### src/rtl/lps_pkg.sv
package lps_pkg;
    typedef enum logic [2:0] {
        ST_STOPGNT  = 3'd0,
        ST_SLEEP    = 3'd1,
        ST_DSLP     = 3'd2,
        ST_RELOCK   = 3'd3,
        ST_DPRS     = 3'd4,
        ST_DPRS_ENH = 3'd5
    } lp_state_e;
endpackage

### src/rtl/lps_relock_timer.sv
module lps_relock_timer #(
    parameter int RELOCK_US = 15
) (
    input  logic clk,
    input  logic rst_n,
    input  logic run,
    input  logic tick,
    output logic done
);
    localparam int CW = $clog2(RELOCK_US + 1);
    logic [CW-1:0] cnt;

    assign done = run && tick && (cnt == CW'(RELOCK_US - 1));

    always_ff @(posedge clk or negedge rst_n) begin
        if (!rst_n)           cnt <= '0;
        else if (!run)        cnt <= '0;
        else if (tick && !done) cnt <= cnt + 1'b1;
    end

    // the tick count never passes the settling limit
    a_r8_cnt_bound: assert property (@(posedge clk) disable iff (!rst_n)
        cnt < CW'(RELOCK_US));
endmodule

### src/rtl/lps_resume_watch.sv
module lps_resume_watch #(
    parameter int RESUME_CYC = 10
) (
    input  logic clk,
    input  logic rst_n,
    input  logic run,
    input  logic ref_edge,
    output logic tmo
);
    localparam int CW = $clog2(RESUME_CYC + 1);
    logic [CW-1:0] cnt;
    logic          settled;

    assign tmo = run && !settled && !ref_edge && (cnt == CW'(RESUME_CYC - 1));

    always_ff @(posedge clk or negedge rst_n) begin
        if (!rst_n) begin
            cnt     <= '0;
            settled <= 1'b0;
        end else if (!run) begin
            cnt     <= '0;
            settled <= 1'b0;
        end else if (!settled) begin
            if (ref_edge || tmo) settled <= 1'b1;
            else                 cnt <= cnt + 1'b1;
        end
    end

    // at most one timeout pulse per stay in RELOCK
    a_r12_single_tmo: assert property (@(posedge clk) disable iff (!rst_n)
        tmo |=> !tmo);
endmodule

### src/rtl/lps_err_mon.sv
module lps_err_mon (
    input  logic clk,
    input  logic rst_n,
    input  logic in_deep,
    input  logic in_deeper,
    input  logic slp_n,
    input  logic dslp_n,
    input  logic tmo,
    input  logic clr,
    output logic err
);
    logic slp_q;
    logic dslp_q;
    logic hit;

    always_comb begin
        hit = tmo;
        if (in_deep && (slp_n != slp_q))     hit = 1'b1;
        if (in_deeper && (dslp_n != dslp_q)) hit = 1'b1;
    end

    always_ff @(posedge clk or negedge rst_n) begin
        if (!rst_n) begin
            slp_q  <= 1'b1;
            dslp_q <= 1'b1;
            err    <= 1'b0;
        end else begin
            slp_q  <= slp_n;
            dslp_q <= dslp_n;
            if (hit)      err <= 1'b1;
            else if (clr) err <= 1'b0;
        end
    end

    // the flag holds until a clear arrives
    a_r11_err_sticky: assert property (@(posedge clk) disable iff (!rst_n)
        (err && !clr) |=> err);
endmodule

### src/rtl/lp_state_seq.sv
module lp_state_seq
    import lps_pkg::*;
#(
    parameter logic [6:0] VID_NOM    = 7'h30,
    parameter logic [6:0] VID_DPRS   = 7'h20,
    parameter logic [6:0] VID_ENH    = 7'h18,
    parameter int         RELOCK_US  = 15,
    parameter int         RESUME_CYC = 10
) (
    input  logic       clk,
    input  logic       rst_n,
    input  logic       slp_n,
    input  logic       dslp_n,
    input  logic       dstop_n,
    input  logic       l2_off,
    input  logic       us_tick,
    input  logic       ref_edge,
    input  logic       err_clr,
    output logic [6:0] vid,
    output logic       clk_stop_ok,
    output logic       snoop_rdy,
    output logic       intr_rdy,
    output logic       proto_err,
    output logic [2:0] pstate
);
    lp_state_e st, nxt;
    logic relock_done;
    logic resume_tmo;
    logic in_relock;
    logic in_deep;
    logic in_deeper;

    assign in_relock = (st == ST_RELOCK);
    assign in_deeper = (st == ST_DPRS) || (st == ST_DPRS_ENH);
    assign in_deep   = (st == ST_DSLP) || in_deeper;

    lps_relock_timer #(.RELOCK_US(RELOCK_US)) u_relock (
        .clk(clk), .rst_n(rst_n), .run(in_relock), .tick(us_tick), .done(relock_done)
    );

    lps_resume_watch #(.RESUME_CYC(RESUME_CYC)) u_resume (
        .clk(clk), .rst_n(rst_n), .run(in_relock), .ref_edge(ref_edge), .tmo(resume_tmo)
    );

    lps_err_mon u_err (
        .clk(clk), .rst_n(rst_n), .in_deep(in_deep), .in_deeper(in_deeper),
        .slp_n(slp_n), .dslp_n(dslp_n), .tmo(resume_tmo), .clr(err_clr), .err(proto_err)
    );

    always_comb begin
        nxt = st;
        unique case (st)
            ST_STOPGNT:  if (!slp_n) nxt = ST_SLEEP;
            ST_SLEEP: begin
                if (slp_n)        nxt = ST_STOPGNT;
                else if (!dslp_n) nxt = ST_DSLP;
            end
            ST_DSLP: begin
                if (!dstop_n)    nxt = l2_off ? ST_DPRS_ENH : ST_DPRS;
                else if (dslp_n) nxt = ST_RELOCK;
            end
            ST_RELOCK: begin
                if (!dslp_n)          nxt = ST_DSLP;
                else if (relock_done) nxt = ST_SLEEP;
            end
            ST_DPRS, ST_DPRS_ENH: if (dstop_n) nxt = ST_DSLP;
            default: nxt = ST_STOPGNT;
        endcase
    end

    always_ff @(posedge clk or negedge rst_n) begin
        if (!rst_n) st <= ST_STOPGNT;
        else        st <= nxt;
    end

    always_comb begin
        vid         = VID_NOM;
        clk_stop_ok = 1'b0;
        snoop_rdy   = 1'b0;
        intr_rdy    = 1'b0;
        unique case (st)
            ST_STOPGNT, ST_SLEEP: begin
                snoop_rdy = 1'b1;
                intr_rdy  = 1'b1;
            end
            ST_DSLP:     clk_stop_ok = 1'b1;
            ST_RELOCK:   ;
            ST_DPRS: begin
                vid         = VID_DPRS;
                clk_stop_ok = 1'b1;
            end
            ST_DPRS_ENH: begin
                vid         = VID_ENH;
                clk_stop_ok = 1'b1;
            end
            default: ;
        endcase
    end

    assign pstate = st;

    // a Deeper level is reached only from Deep Sleep
    a_r5_deeper_from_dslp: assert property (@(posedge clk) disable iff (!rst_n)
        (in_deeper && !$past(in_deeper)) |-> ($past(st) == ST_DSLP));

    // leaving RELOCK for Sleep needs a tick
    a_r8_exit_on_tick: assert property (@(posedge clk) disable iff (!rst_n)
        (st == ST_SLEEP && $past(st) == ST_RELOCK) |-> $past(us_tick));

    // clock-stop permission appears only after Sleep or RELOCK
    a_r9_stop_entry: assert property (@(posedge clk) disable iff (!rst_n)
        $rose(clk_stop_ok) |-> ($past(st) == ST_SLEEP || $past(st) == ST_RELOCK));

    // never ready while the clock may be stopped
    a_r10_rdy_vs_stop: assert property (@(posedge clk) disable iff (!rst_n)
        clk_stop_ok |-> (!snoop_rdy && !intr_rdy));

    // Stop-Grant is left only towards Sleep
    a_r2_stopgnt_exit: assert property (@(posedge clk) disable iff (!rst_n)
        ($past(st) == ST_STOPGNT && st != ST_STOPGNT) |-> (st == ST_SLEEP));
endmodule

### config.mk
export PLATFORM = sky130hd
export DESIGN_NAME = lp_state_seq
export DESIGN_NICKNAME = d
export VERILOG_FILES = /design/src/rtl/lps_pkg.sv /design/src/rtl/lps_relock_timer.sv /design/src/rtl/lps_resume_watch.sv /design/src/rtl/lps_err_mon.sv /design/src/rtl/lp_state_seq.sv
export SDC_FILE = /design/constraint.sdc
export NUM_CORES = 1
export LEC_CHECK = 0
export ABC_AREA = 0
export BUFFER_PORTS_ARGS = -buffer_cell sky130_fd_sc_hd__clkbuf_2
export CORE_ASPECT_RATIO = 0.75
export CORE_MARGIN = 2
export CORE_UTILIZATION = 45
export DETAILED_ROUTE_END_ITERATION = 8
export PLACE_DENSITY = 0.66
export SLEW_MARGIN = 20
export SYNTH_ARGS = -nofsm -noshare
export SYNTH_HDL_FRONTEND = slang
export SYNTH_SLANG_ARGS = --single-unit
### constraint.sdc
create_clock -name clk -period 1.82 [get_ports clk]
set_clock_uncertainty 0.05 [all_clocks]
set_input_delay 0.455 -clock clk [delete_from_list [all_inputs] [get_ports clk]]
set_output_delay 0.455 -clock clk [all_outputs]
set_load 0.1 [all_outputs]
After elaboration in Yosys (flattened, before gate mapping)

Index checks and enable logic that the tools add are counted.

Add/subtract/negate cells: 2
Equality and inequality tests: 17
Mux-type cells: 25
Reductions and logical operators: 21

Operators by type and width:

| cell                                                             | count |
|---|---|
| 3-bit two-way mux                                                | 8 |
| 4-bit two-way mux                                                | 5 |
| 3-bit case mux with 5 select lines                               | 1 |
| 6-bit case mux with 2 select lines                               | 1 |
| 1-bit two-way mux                                                | 10 |
| 2-bit inequality test (second input constant)                    | 5 |
| 3-bit inequality test (second input constant)                    | 3 |
| 4-bit by 1-bit adder with 4-bit output (second input constant)   | 2 |
| 4-bit == test (second input constant)                            | 2 |
| 1-bit logical AND                                                | 8 |
| 3-bit by 2-bit == test with 1-bit output (second input constant) | 2 |
| 3-bit == test (second input constant)                            | 2 |
| 5-bit AND reduction                                              | 1 |
| 2-bit OR reduction                                               | 2 |
| 3-bit by 1-bit == test with 1-bit output (second input constant) | 1 |
| 1-bit logical NOT                                                | 3 |
| 3-bit logical NOT                                                | 1 |
| 1-bit logical OR                                                 | 3 |
| 3-bit OR reduction                                               | 1 |
| 1-bit inequality test                                            | 2 |
| 2-bit AND reduction                                              | 1 |
| 2-bit nonzero test                                               | 1 |

Flip-flop bits (word level): 15
Input port bits: 9
Output and inout port bits: 14
Word-level logic and storage cells: 72

Longest topological paths before layout

Gate-level depths: netlist of the first run.

Word-level depth: 8
Mapped depth: 5
Depth with buffers taken out: 5

Cells and area by module

From an unflattened synthesis of the first run, not the netlist that was laid out.

Cells, all modules: 99
Area total of the unflattened synthesis: 960.9 um2

Modules (own cells, without submodules):

| module           | instances | cells an instance | area an instance (um2) | seq. area each (um2) |
|---|---|---|---|---|
| lp_state_seq     | 1         | 40                | 319.1                  | 75.1 |
| lps_resume_watch | 1         | 26                | 284.0                  | 125.1 |
| lps_relock_timer | 1         | 24                | 236.5                  | 100.1 |
| lps_err_mon      | 1         | 9                 | 121.4                  | 77.6 |

Least setup slack after synthesis of the first run

No wires, ideal clock.

Path kind: register -> output
Start point: reg st[1], in the netlist pstate[1]
End point: out snoop_rdy
Arrival time: 2.838 ns
Slack: -1.523 ns
Cell stages (with the launch flop): 4
Cells stage by stage: dfrtp_1 buf_4 nor2_1 buf_4

Cells in the longest elaborated chain, start to end: 3

Ends and longest elaborated chain:

| element                                                                              | RTL line           | source |
|---|---|---|
| start, declared                                                                      | lp_state_seq.sv:26 | `lp_state_e st, nxt;` |
| start signal, assigned                                                               | lp_state_seq.sv:73 | `else st <= nxt;` |
| 3-bit by 1-bit == test with 1-bit output / 3-bit logical NOT (equally long branches) | n/a                |  |
| 2-bit OR reduction *                                                                 | n/a                |  |
| 1-bit two-way mux *                                                                  | n/a                |  |
| end, declared                                                                        | lp_state_seq.sv:21 | `output logic snoop_rdy,` |

Every way passes the cells marked *; elsewhere a longest branch is shown, timed or not.

Final worst setup path of the first run

Start point: reg st[1], in the netlist pstate[1]
End point: out vid[5]

Cells in the longest elaborated chain, start to end: 2

Ends and longest elaborated chain:

| element                              | RTL line           | source |
|---|---|---|
| 3-bit == test                        | lp_state_seq.sv:81 | `unique case (st)` |
| 6-bit case mux with 2 select lines * | lp_state_seq.sv:81 |  |
| end, declared                        | lp_state_seq.sv:19 | `output logic [6:0] vid,` |

Marks and branches as above.

==> run_results.csv, run 1 <==
group,metric,value,unit
setup_path,cp_cell_sequence,"nor2b_4 -> and2_4 -> clkinvlp_4 -> buf_12",
drt,drc,0,
status,status,"finished, violations left",
clocking,holdBufCountCts,0,
floorplan,rows,14,
setup_path,critPathKind,"reg -> out",
layout,final_cells,148,
layout,area_growth,27.6,%
synthesis,synth_seq_cells,15,
timing,fin_crit,1870,ps
job,max_cap_viol_count,0,
timing,hold_slack,11.6,ps
timing,slew_violations,0,
synthesis,avgSynthCellArea,9.28,um2
synthesis,synth_ff_type,"dfrtp_1",
floorplan,core,2010,um2
synthesis,ys_seq_area_share,39.2,%
setup_path,rr_worst_depth,4,
placed_design,portBuffers,18,
status,violations,"negative setup slack",
drt,route.vias.total,803,
setup_path,crit_path_max_incr_delay,530,ps
clocking,htree_levels,1,
setup_path,cp.depth,4,
floorplan,ios,23,
synthesis,synth.cell_area,965,um2
global_route,grt_pass1_wl,3440,um
clocking,cts_tree,"built",
setup_path,crit_required,1310,ps
timing,fmax,534,MHz
layout,multi_input_area,515,um2
setup_path,worstPathMaxFanout,7,
global_route,grt_use_total,18.4,%
setup_path,start_kind,"register",
power,peakVddDrop,1.68,mV
synthesis,synth_top_family_by_area,"simple AND/OR/NAND/NOR gates",
layout,area.sequential,389,um2
floorplan,initial_core_util,47.9,%
drt,antenna_left,0,
setup_path,arrival,1370,ps
setup_path,crit_slowest_cell,"dfrtp_4",
layout,drive_gt1_share,31.5,%
placed_design,hpwl,1470,um
layout,fin_area,1230,um2
synthesis,yosys_warnings,0,
placed_design,placedInstanceArea,1160,um2
timing,fin_crit_sh,103,%
global_route,antenna_found_initial,0,
timing,worst_pin_slew,538,ps
layout,layout_commonest_cell,"dfrtp_1",
timing,rsz0062_at_grt,"true",
clocking,cts_made_buffers,3,
timing,finalHoldViolations,0,
placed_design,gp_congestion,0.810,
clocking,cts.sinks,15,
drt,routed_wl,1990,um
synthesis,synth_compound_area_share,16.3,%
drt,wire_per_inst,13.5,um
worst_hold_path,hold_class,"in -> async",
placed_design,place_inst,139,
drt,drtIter0Drc,9,
synthesis,async_flop_share,100,%
setup_path,cp-end-kind,"primary output",
power,p_leak,0.535,nW
setup_path,path_delay_family,"flip-flops",
global_route,grt_pass1_vias,779,
timing,relSlewSlack,64.3,%
drt,vias_per_cell,5.43,
synthesis,synth-edff-count,0,
floorplan,fp.dieH,44.1,um
clocking,cts-root-buf,"clkbuf_4",
layout,layout_common_cells,"10 x dfrtp_1, 9 x clkbuf_2, 9 x buf_4",
synthesis,synth_mux_area_share,1.04,%
power,power_density,1650,nW/um2
global_route,grt-ovfl-total,0,
global_route,grt_max_degree,16,
timing,setup_ws,-54.1,ps
synthesis,synthSimpleGateAreaFrac,23.7,%
setup_path,worst-path-buf-inv,2,
synthesis,synthXorXnorAreaFrac,1.82,%
floorplan,die_x,57.5,um
synthesis,netlist_instances,104,
drt,dr.pass1.iters,4,
clocking,clk_pin_slew,90,ps
synthesis,synth.area.top_cells,"dfrtp_1 34%, buf_4 5.4%, dfstp_2 5.4%, ha_1 5.2%, inv_1 3.5%",
synthesis,synth_top_area_share,33.7,%
timing,fin_tns_setup,-99.6,ps
synthesis,synth_fa_ha_area_share,5.19,%
timing,finalSetupViolCount,2,
layout,fin_nets,138,
synthesis,synth_top_cell_by_area,"dfrtp_1",
layout,num_antenna_cells,0,
synthesis,ys_types,40,
clocking,clkLatencyLatePin,280,ps
layout,fill_cells,182,
floorplan,dieArea,2530,um2
clocking,cts_buffer_depth,2,
## timing repair
item | CTS | global route
resized for setup | 1 | 0
endpoints found under the setup margin | 4 | 6
setup buffers | 4 | 1
pin swaps | 0 | 1
endpoints found under the hold margin | 0 | 0
## cell type report
class	count	area share (%)
clock buffer	4	2.13
timing repair buffer	24	18.9
sequential	15	31.6
multi-input combinational	72	41.9
tap	24	2.44
inverter	9	3.05
## registers in the layout, summed over array words and instances, names as in the netlist
name and cells:
u_resume.settled 1, u_err.dslp_q 1, u_relock.cnt 4, pstate 3, u_resume.cnt 4, u_err.err 1, u_err.slp_q 1
## worst register-to-register path, cell delays in order, from the launching register on
cell and delay, ps:
dfrtp_4 510, buf_4 170, nand3b_1 330, a311o_1 410, o41ai_1 60
## synth_stat cells (all sizes together), types with 2 or more instances
master,instances
nand3,3
nand4,2
inv,9
nor3b,4
or3,4
a311o,2
nor2,6
nor2b,4
a311oi,2
nand3b,2
o21ai,7
ha,4
buf,11
a21oi,6
dfrtp,13
nand2b,3
dfstp,2
## metrics by stage
step | power, mW | worst slack (ps) | utilization, %
2_1_floorplan | 1.49 | -451 | -
3_3_place_gp | 1.77 | 199 | 57.6
3_5_place_dp | 1.77 | 173 | 57.6
4_1_cts | 2.03 | -65.6 | 60.7
5_1_grt | 2.13 | -117 | 61.1
6_report | 2.03 | -54.1 | 61.1
## power by group
group	leakage (nW)	internal (mW)	switching, mW	total (mW)
Clock	0.0150	0.0852	0.108	0.193
Sequential	0.193	0.403	0.0893	0.493
Combinational	0.327	0.445	0.902	1.35
Total	0.535	0.934	1.10	2.03
## cells by family after synthesis
family / after synthesis
adders and majority gates: 4
and+or+nand+nor: 37
AOI/OAI and AO/OA: 24
buffers and inverters: 20
xor gates and xnor gates: 2
DFF: 15
other: 1
muxes: 1
## final timing paths
check | start | endpoint | slack [ps]
worst max-delay path | pstate[1] | vid[5] | -50
worst min-delay path | rst_n | u_resume.cnt[3] | 10
worst max register to register | pstate[2] | u_relock.cnt[2] | 180
worst min register to register | u_relock.cnt[2] | u_relock.cnt[2] | 520
max in group asynchronous | rst_n | u_err.slp_q | 1400
min in group clk | slp_n | u_err.slp_q | 270
## metal layers
| layer | up-vias | track usage [%] | share of wire [%] |
|---|---|---|---|
| li1 | 399 | - | - |
| met1 | 386 | 22.8 | 48 |
| met2 | 14 | 29.5 | 47 |
| met3 | 4 | 5.56 | 3.9 |
| met4 | 0 | 9.30 | 1.4 |
| met5 | - | 0 | 0 |
No activity file was read; power rests on OpenSTA's default activity.
==> inputs of run 2 (changes only) <==
--- a/config.mk
+++ b/config.mk
@@ -7,8 +7,6 @@
 export LEC_CHECK = 0
 export ABC_AREA = 0
 export BUFFER_PORTS_ARGS = -buffer_cell sky130_fd_sc_hd__clkbuf_2
-export CORE_ASPECT_RATIO = 0.75
-export CORE_MARGIN = 2
 export CORE_UTILIZATION = 45
 export DETAILED_ROUTE_END_ITERATION = 8
 export PLACE_DENSITY = 0.66
==> run 2 against run 1 <==
Effect of this change:
- the flow still finishes with violations (negative setup slack)
- flip-flop and latch count did not move
- routed wire length rose by 0.55%
- global-route usage fell by 0.39 points
- highest routed layer unchanged
- sequential power barely moved
==> run_results.csv, run 2 (synthesized netlist as in run 1, its figures left out) <==
group,metric,value,unit
placed_design,placedInstanceArea,1160,um2
global_route,grt_use_total,18.0,%
clocking,cts.sinks,15,
clocking,cts-root-buf,"clkbuf_4",
clocking,cts_tree,"built",
global_route,grt_pass1_vias,711,
drt,wire_per_inst,13.1,um
floorplan,rows,16,
setup_path,critPathKind,"reg -> out",
clocking,cts_buffer_depth,2,
clocking,htree_levels,1,
power,p_leak,0.545,nW
power,peakVddDrop,1.27,mV
setup_path,arrival,1360,ps
layout,final_util,63.3,%
status,violations,"negative setup slack",
setup_path,start_kind,"register",
drt,antenna_left,0,
floorplan,die_x,48.3,um
layout,layout_common_cells,"10 x buf_4, 10 x dfrtp_1, 9 x clkbuf_2",
setup_path,cp-end-kind,"primary output",
drt,route.vias.total,824,
layout,drive_gt1_share,32.5,%
layout,num_antenna_cells,0,
global_route,antenna_found_initial,0,
timing,fmax,536,MHz
global_route,grt_max_degree,16,
timing,finalHoldViolations,0,
floorplan,ios,23,
drt,vias_per_cell,5.39,
floorplan,fp.dieH,48.3,um
drt,drc,0,
layout,area.sequential,389,um2
layout,area_growth,30.0,%
placed_design,dp_slack,176,ps
clocking,cts_made_buffers,3,
timing,slew_violations,0,
clocking,clk_pin_slew,90,ps
setup_path,worstPathMaxFanout,7,
global_route,grt_pass1_wl,3300,um
placed_design,hpwl,1410,um
clocking,clkLatencyLatePin,280,ps
timing,finalSetupViolCount,2,
layout,final_cells,153,
placed_design,portBuffers,18,
drt,routed_wl,2000,um
layout,fin_area,1250,um2
floorplan,dieArea,2330,um2
power,p_total,2.07,mW
status,status,"finished, violations left",
timing,setup_ws,-46.9,ps
layout,fill_cells,166,
global_route,grt-ovfl-total,0,
layout,fin_nets,140,
setup_path,crit_required,1310,ps
timing,relSlewSlack,64.0,%
layout,multi_input_area,515,um2
power,power_density,1650,nW/um2
floorplan,core,1980,um2
placed_design,gp_congestion,0.852,
placed_design,place_inst,142,
worst_hold_path,hold_class,"in -> async",
timing,worst_pin_slew,543,ps
timing,rsz0062_at_grt,"true",
timing,fin_crit,1870,ps
floorplan,initial_core_util,48.7,%
timing,fin_crit_sh,103,%
drt,drtIter0Drc,9,
drt,dr.pass1.iters,5,
job,max_cap_viol_count,0,
run 2: critical path: stages (launching register included):
cell and delay, ps:
dfrtp_4 530, nand2b_4 170, o21ai_4 190, buf_12 190
run 2: through the flow:
stage / hold slack [ps] / setup TNS [ps]
after global placement: 340 / 0
after detailed placement: 344 / 0
after global routing: 35.0 / -283
after CTS: 31.1 / -109
final: 20.1 / -83.1
after floorplan: 109 / -1260
run 2: where the power goes:
group,internal [mW],total (mW),switching [mW],leakage (nW)
registers,0.403,0.493,0.0899,0.193
clock network,0.0850,0.190,0.105,0.0150
logic,0.468,1.38,0.917,0.337
run 2: final cells by class:
class / instances / area share, %
Clock buffer: 4 / 2.10
Inverter: 9 / 2.99
Multi-Input combinational cell: 72 / 41.1
Sequential cell: 15 / 31.0
Tap cell: 27 / 2.69
Timing Repair Buffer: 26 / 20.1
run 2: final timing paths:
| check | startpoint | end | slack (ps) | cells past startpoint |
|---|---|---|---|---|
| worst min-delay path | rst_n | pstate[0] | 20 | 1 |
| min in group clk | slp_n | u_err.slp_q | 270 | 1 |
| worst max register to register | pstate[2] | u_relock.cnt[2] | 150 | 4 |
| worst max-delay path | pstate[2] | clk_stop_ok | -50 | 3 |
| worst min register to register | u_relock.cnt[2] | u_relock.cnt[2] | 510 | 1 |
| max in group asynchronous | rst_n | pstate[1] | 1390 | 1 |
run 2: layer usage:
layer	routed length, um	share of wire (%)	track usage, %	up-vias
met1	899	45	25.8	401
met3	55	2.7	2.83	3
met2	1040	52	28.6	18
li1	-	-	-	402
met5	0	0	0	-
met4	13	0.65	4.41	0
run 2: timing repair:
action / in CTS / in global routing
pin swaps: 1 / 2
setup endpoints to repair: 3 / 5
gates resized for setup: 1 / 1
setup buffers: 5 / 2
hold buffers: 0 / 0
